### src/rtl/lsclk_pkg.sv
package lsclk_pkg;

    // Register addresses
    localparam logic ADDR_CTRL = 1'b0;
    localparam logic ADDR_STAT = 1'b1;

    // Field positions (software-visible, fixed)
    localparam int CTRL_EN_BIT  = 7;
    localparam int CTRL_IV_LO   = 3;
    localparam int CTRL_IV_W    = 2;
    localparam int CTRL_IV_HI   = CTRL_IV_LO + CTRL_IV_W - 1;
    localparam int STAT_EX_BIT  = 2;
    localparam int STAT_WR_BIT  = 3;

    typedef enum logic [1:0] {
        SRC_ILO  = 2'd0,
        SRC_WAIT = 2'd1,
        SRC_ECO  = 2'd2
    } src_state_e;

    typedef struct packed {
        logic                 en;
        logic [CTRL_IV_W-1:0] ival;
        logic                 exists;
        logic                 written;
    } reg_state_t;

    typedef struct packed {
        src_state_e state;
        logic       eco;
        logic       ilo;
        logic       sel;
    } fsm_state_t;

endpackage

### src/rtl/lsclk_regs.sv
module lsclk_regs
    import lsclk_pkg::*;
#(
    parameter int DATA_W = 8
) (
    input  logic                 clk,
    input  logic                 rst_n,
    input  logic                 wr_en,
    input  logic                 wr_addr,
    input  logic [DATA_W-1:0]    wr_data,
    input  logic                 rd_addr,
    output logic [DATA_W-1:0]    rd_data,
    output logic                 en_nxt,
    output logic [CTRL_IV_W-1:0] ival,
    output logic                 exists,
    output logic                 written
);

    reg_state_t r_d, r_q;

    always_comb begin
        r_d = r_q;
        if (wr_en) begin
            if (wr_addr == ADDR_CTRL) begin
                r_d.en   = wr_data[CTRL_EN_BIT];
                r_d.ival = wr_data[CTRL_IV_HI:CTRL_IV_LO];
            end else if (!r_q.written) begin
                r_d.exists  = wr_data[STAT_EX_BIT];
                r_d.written = 1'b1;
            end
        end
    end

    always_ff @(posedge clk or negedge rst_n) begin
        if (!rst_n) begin
            r_q <= '0;
        end else begin
            r_q <= r_d;
        end
    end

    always_comb begin
        rd_data = '0;
        if (rd_addr == ADDR_CTRL) begin
            rd_data[CTRL_EN_BIT]            = r_q.en;
            rd_data[CTRL_IV_HI:CTRL_IV_LO]  = r_q.ival;
        end else begin
            rd_data[STAT_WR_BIT] = r_q.written;
            rd_data[STAT_EX_BIT] = r_q.exists;
        end
    end

    logic unused_wr_bits;
    assign unused_wr_bits = &{1'b0, wr_data};

    assign en_nxt  = r_d.en;
    assign ival    = r_q.ival;
    assign exists  = r_q.exists;
    assign written = r_q.written;

endmodule

### src/rtl/lsclk_fsm.sv
module lsclk_fsm
    import lsclk_pkg::*;
(
    input  logic clk,
    input  logic rst_n,
    input  logic en_nxt,
    input  logic exists,
    input  logic sleep_irq,
    output logic eco_en,
    output logic ilo_en,
    output logic clk_sel
);

    localparam fsm_state_t RESET_VAL = '{state: SRC_ILO, eco: 1'b0, ilo: 1'b1, sel: 1'b0};

    fsm_state_t f_d, f_q;

    always_comb begin
        f_d = f_q;
        unique case (f_q.state)
            SRC_ILO:  if (en_nxt && exists) f_d.state = SRC_WAIT;
            SRC_WAIT: begin
                if (!en_nxt)        f_d.state = SRC_ILO;
                else if (sleep_irq) f_d.state = SRC_ECO;
            end
            SRC_ECO:  if (!en_nxt) f_d.state = SRC_ILO;
            default:  f_d.state = SRC_ILO;
        endcase

        unique case (f_d.state)
            SRC_WAIT: begin f_d.eco = 1'b1; f_d.ilo = 1'b1; f_d.sel = 1'b0; end
            SRC_ECO:  begin f_d.eco = 1'b1; f_d.ilo = 1'b0; f_d.sel = 1'b1; end
            default:  begin f_d.eco = 1'b0; f_d.ilo = 1'b1; f_d.sel = 1'b0; end
        endcase
    end

    always_ff @(posedge clk or negedge rst_n) begin
        if (!rst_n) begin
            f_q <= RESET_VAL;
        end else begin
            f_q <= f_d;
        end
    end

    assign eco_en  = f_q.eco;
    assign ilo_en  = f_q.ilo;
    assign clk_sel = f_q.sel;

endmodule

### src/rtl/lsclk_switch_ctrl.sv
module lsclk_switch_ctrl
    import lsclk_pkg::*;
#(
    parameter int DATA_W = 8
) (
    input  logic                 clk,
    input  logic                 rst_n,
    input  logic                 wr_en,
    input  logic                 wr_addr,
    input  logic [DATA_W-1:0]    wr_data,
    input  logic                 rd_addr,
    output logic [DATA_W-1:0]    rd_data,
    input  logic                 sleep_irq,
    output logic [CTRL_IV_W-1:0] sleep_sel,
    output logic                 eco_en,
    output logic                 ilo_en,
    output logic                 clk_sel
);

    logic en_nxt_w;
    logic exists_w;
    logic written_w;

    lsclk_regs #(.DATA_W(DATA_W)) u_regs (
        .clk     (clk),
        .rst_n   (rst_n),
        .wr_en   (wr_en),
        .wr_addr (wr_addr),
        .wr_data (wr_data),
        .rd_addr (rd_addr),
        .rd_data (rd_data),
        .en_nxt  (en_nxt_w),
        .ival    (sleep_sel),
        .exists  (exists_w),
        .written (written_w)
    );

    lsclk_fsm u_fsm (
        .clk       (clk),
        .rst_n     (rst_n),
        .en_nxt    (en_nxt_w),
        .exists    (exists_w),
        .sleep_irq (sleep_irq),
        .eco_en    (eco_en),
        .ilo_en    (ilo_en),
        .clk_sel   (clk_sel)
    );

endmodule

### config.mk
export PLATFORM = sky130hd
export DESIGN_NAME = lsclk_switch_ctrl
export DESIGN_NICKNAME = d
export VERILOG_FILES = /design/src/rtl/lsclk_pkg.sv /design/src/rtl/lsclk_regs.sv /design/src/rtl/lsclk_fsm.sv /design/src/rtl/lsclk_switch_ctrl.sv
export SDC_FILE = /design/constraint.sdc
export NUM_CORES = 1
export LEC_CHECK = 0
export BUFFER_PORTS_ARGS = -buffer_cell sky130_fd_sc_hd__buf_2
export CELL_PAD_IN_SITES_DETAIL_PLACEMENT = 0
export CELL_PAD_IN_SITES_GLOBAL_PLACEMENT = 2
export CORE_ASPECT_RATIO = 1.4
export CORE_UTILIZATION = 26
export DETAILED_ROUTE_END_ITERATION = 6
export GPL_TIMING_DRIVEN = 0
export PLACE_DENSITY_LB_ADDON = 0.1
export SLEW_MARGIN = 20
export SYNTH_ARGS = -nofsm -noshare
export SYNTH_HDL_FRONTEND = slang
export SYNTH_SLANG_ARGS = --single-unit
### constraint.sdc
create_clock -name clk -period 3.3 [get_ports clk]
set_clock_uncertainty 0.2 [all_clocks]
set_input_delay 0.66 -clock clk [delete_from_list [all_inputs] [get_ports clk]]
set_output_delay 0.66 -clock clk [all_outputs]
set_load 0.02 [all_outputs]
==> flow_metrics.env <==
export IMPL_outcome="finished, final reports clean"
export IMPL_die_area_um2=2050
export IMPL_r2r_slack_ns=1.78
export IMPL_setup_slack_ns=1.18
export IMPL_reg2reg_depth=4
export IMPL_place_hpwl_um=672
export IMPL_yosysWarnings=0
export IMPL_drv_cap=0
export IMPL_cts_root_buf="clkbuf_4"
export IMPL_post_cts_buffers=0
export IMPL_clkPwrFrac_pct=31.1
export IMPL_synth_cell_types=18
export IMPL_p_comb_share_pct=25.3
export IMPL_dr_wl_met3_um=68
export IMPL_numCtsBuffers=3
export IMPL_routed_wl_um=809
export IMPL_clock_sinks=10
export IMPL_path_clk_slew_ns=0.07
export IMPL_arrival_ns=1.26
export IMPL_grt_usage_pct=9.26
export IMPL_reg2reg_from="u_fsm.f_q[3]$_DFF_PN0_"
export IMPL_seq_area_frac_synth_pct=51.8
export IMPL_fmax_ghz=0.472
export IMPL_place_congestion=0.621
export IMPL_worst_r2r_endpoint="u_fsm.eco_en$_DFF_PN0_"
export IMPL_min_path_type="primary input to asynchronous set/reset pin"
export IMPL_p_int_mw=0.248
export IMPL_design_area_um2=648
export IMPL_multi_input_area_um2=189
export IMPL_cts_htree_levels=1
export IMPL_grt_max_degree=11
export IMPL_grt_pass1_vias=284
export IMPL_avgSynthCellArea_um2=11.8
export IMPL_n_fill_cell=199
export IMPL_syn2layout_area_growth_pct=33.5
export IMPL_cts_resized=0
export IMPL_placed_cell_area_um2=612
export IMPL_grt_overflow_total=0
export IMPL_top_layer="met4"
export IMPL_slew_violations=0
export IMPL_wl_met1_um=334
export IMPL_cp_required_ns=2.44
export IMPL_end_kind="output port"
export IMPL_p_leak_nw=0.338
export IMPL_drt_pass1_iterations=4
export IMPL_cts_hold_buf=0
export IMPL_finalHoldViolations=0
export IMPL_p_seq_share_pct=43.6
export IMPL_p_total_mw=0.347
export IMPL_register_area_um2=251
export IMPL_drive_gt1_share_pct=51.5
export IMPL_placedCellCount=82
export IMPL_cts_tree="yes"
export IMPL_start_kind="primary input"
export IMPL_core_area_um2=1760
export IMPL_fin_crit_ns=2.12
export IMPL_wl_per_cell_um=9.41
export IMPL_portBuffers=18
export IMPL_vias_per_cell=3.99
export IMPL_final_nets=83
export IMPL_ant_nets=0
export IMPL_power_density_nw_per_um2=535
export IMPL_syn_cell_area_um2=485
export IMPL_chipWidth_um=38.5
export IMPL_synthCells=41
export IMPL_met2WireLength_um=398
export IMPL_diodes=0
export IMPL_final_cells=86
export IMPL_drc=0
export IMPL_core_rowCount=18
export IMPL_peakVddDrop_mv=0.237
export IMPL_post_route_period_util_pct=64.2
export IMPL_grt_pass1_wl_mm=1.19
export IMPL_io_pin_count=27
export IMPL_clock_latency_ns=0.26
export IMPL_die_h_um=53.1
export IMPL_drtIter0Drc=6
export IMPL_antenna_found_initial=0
export IMPL_crit_type="primary input to output port"
export IMPL_setup_viol=0
export IMPL_cp_max_fo=4
export IMPL_fin_tns_setup_ns=0
export IMPL_dp_slack_ns=1.18
export IMPL_synth_seq_cells=10
export IMPL_vias=343
export IMPL_startpoint="rd_addr"
export IMPL_rsz0062_at_grt="false"
export IMPL_p_sw_mw=0.0990
export IMPL_start_util_pct=27.6
export IMPL_ctsLongestPathBuffers=2
export IMPL_p_sw_share_pct=28.6
-- power groups by stage --
stage               Clock (mW)  Sequential, mW  Combinational, mW
floorplan                    0           0.159             0.0538
global placement             0           0.153             0.0891
detailed placement           0           0.154             0.0889
CTS                      0.113           0.151             0.0890
global route             0.121           0.154             0.0958
finish                   0.108           0.151             0.0878
-- flip-flops by register name, indices dropped and copies added (netlist names) --
register        count
u_fsm.f_q           2
u_regs.ival         2
u_fsm.clk_sel       1
u_fsm.eco_en        1
u_fsm.ilo_en        1
u_regs.exists       1
u_regs.r_q          1
u_regs.written      1
-- cell usage after synthesis (all sizes together) --
cell | instances | area [um2]
nor2b | 3 | 26.3
mux2i | 1 | 10.0
a211oi | 1 | 7.51
inv | 3 | 11.3
nand3b | 1 | 7.51
dfstp | 1 | 26.3
mux2 | 4 | 45.0
and2 | 1 | 6.26
nand2b | 4 | 25.0
a211o | 1 | 8.76
nand2 | 1 | 3.75
buf | 6 | 45.0
conb | 1 | 3.75
a21oi | 1 | 5.00
dfrtp | 9 | 225
ha | 2 | 25.0
nor2 | 1 | 3.75
-- critical path, cell delays in order --
cell    delay, ns
buf_2        0.11
mux2_2       0.33
buf_2        0.16
-- routing by layer --
metal  up-vias  track usage [%]
li1        174                -
met1       153             9.55
met2        14             13.6
met3         2             3.78
met4         0             8.62
met5         -                0
-- logic make-up after synthesis --
group	after synthesis	synth area share (%)
buffers and inverters	9	11.6
AOI/OAI and AO/OA	3	4.38
adders and majority gates	2	5.15
and+or+nand+nor	11	14.9
other	1	0.772
DFF	10	51.8
muxes	5	11.3
-- cell usage in the layout (no fill, tap or decap) --
cell      count
a211o_1       1
a211oi_1      1
a21oi_1       1
and2_1        1
buf_2        18
buf_4         6
clkbuf_4      3
clkbuf_8      1
conb_1        4
dfrtp_1       9
dfstp_2       1
ha_1          2
inv_1         3
mux2_2        4
mux2i_1       1
nand2_1       1
nand2b_1      4
nand3b_1      1
nor2_1        1
nor2b_1       2
nor2b_4       1
-- per-stage QoR --
| step | hold WS [ns] | utilization [%] |
|---|---|---|
| after global routing | 0.0458 | 36.9 |
| after CTS | 0.0435 | 36.9 |
| after floorplan | 0.164 | - |
| final | 0.0435 | 36.9 |
| after global placement | 0.279 | 34.8 |
| after detailed placement | 0.275 | 34.8 |
-- worst max-delay path by stage --
stage                      end  slack, ns  depth (start not counted)
floorplan           rd_data[3]       1.42                          1
global placement    rd_data[3]       1.18                          3
detailed placement  rd_data[3]       1.18                          3
CTS                 rd_data[3]       1.18                          3
global route        rd_data[3]       1.17                          3
finish              rd_data[3]       1.18                          3
-- area by class of cell --
class,count,share of cell area [%]
inverter,3,1.74
timing repair buffer,18,13.9
clock buffer,4,5.60
sequential,10,38.8
multi-input combinational,25,29.2
tap,20,3.86
buffer,6,6.95
No activity file was read; power rests on OpenSTA's default activity.
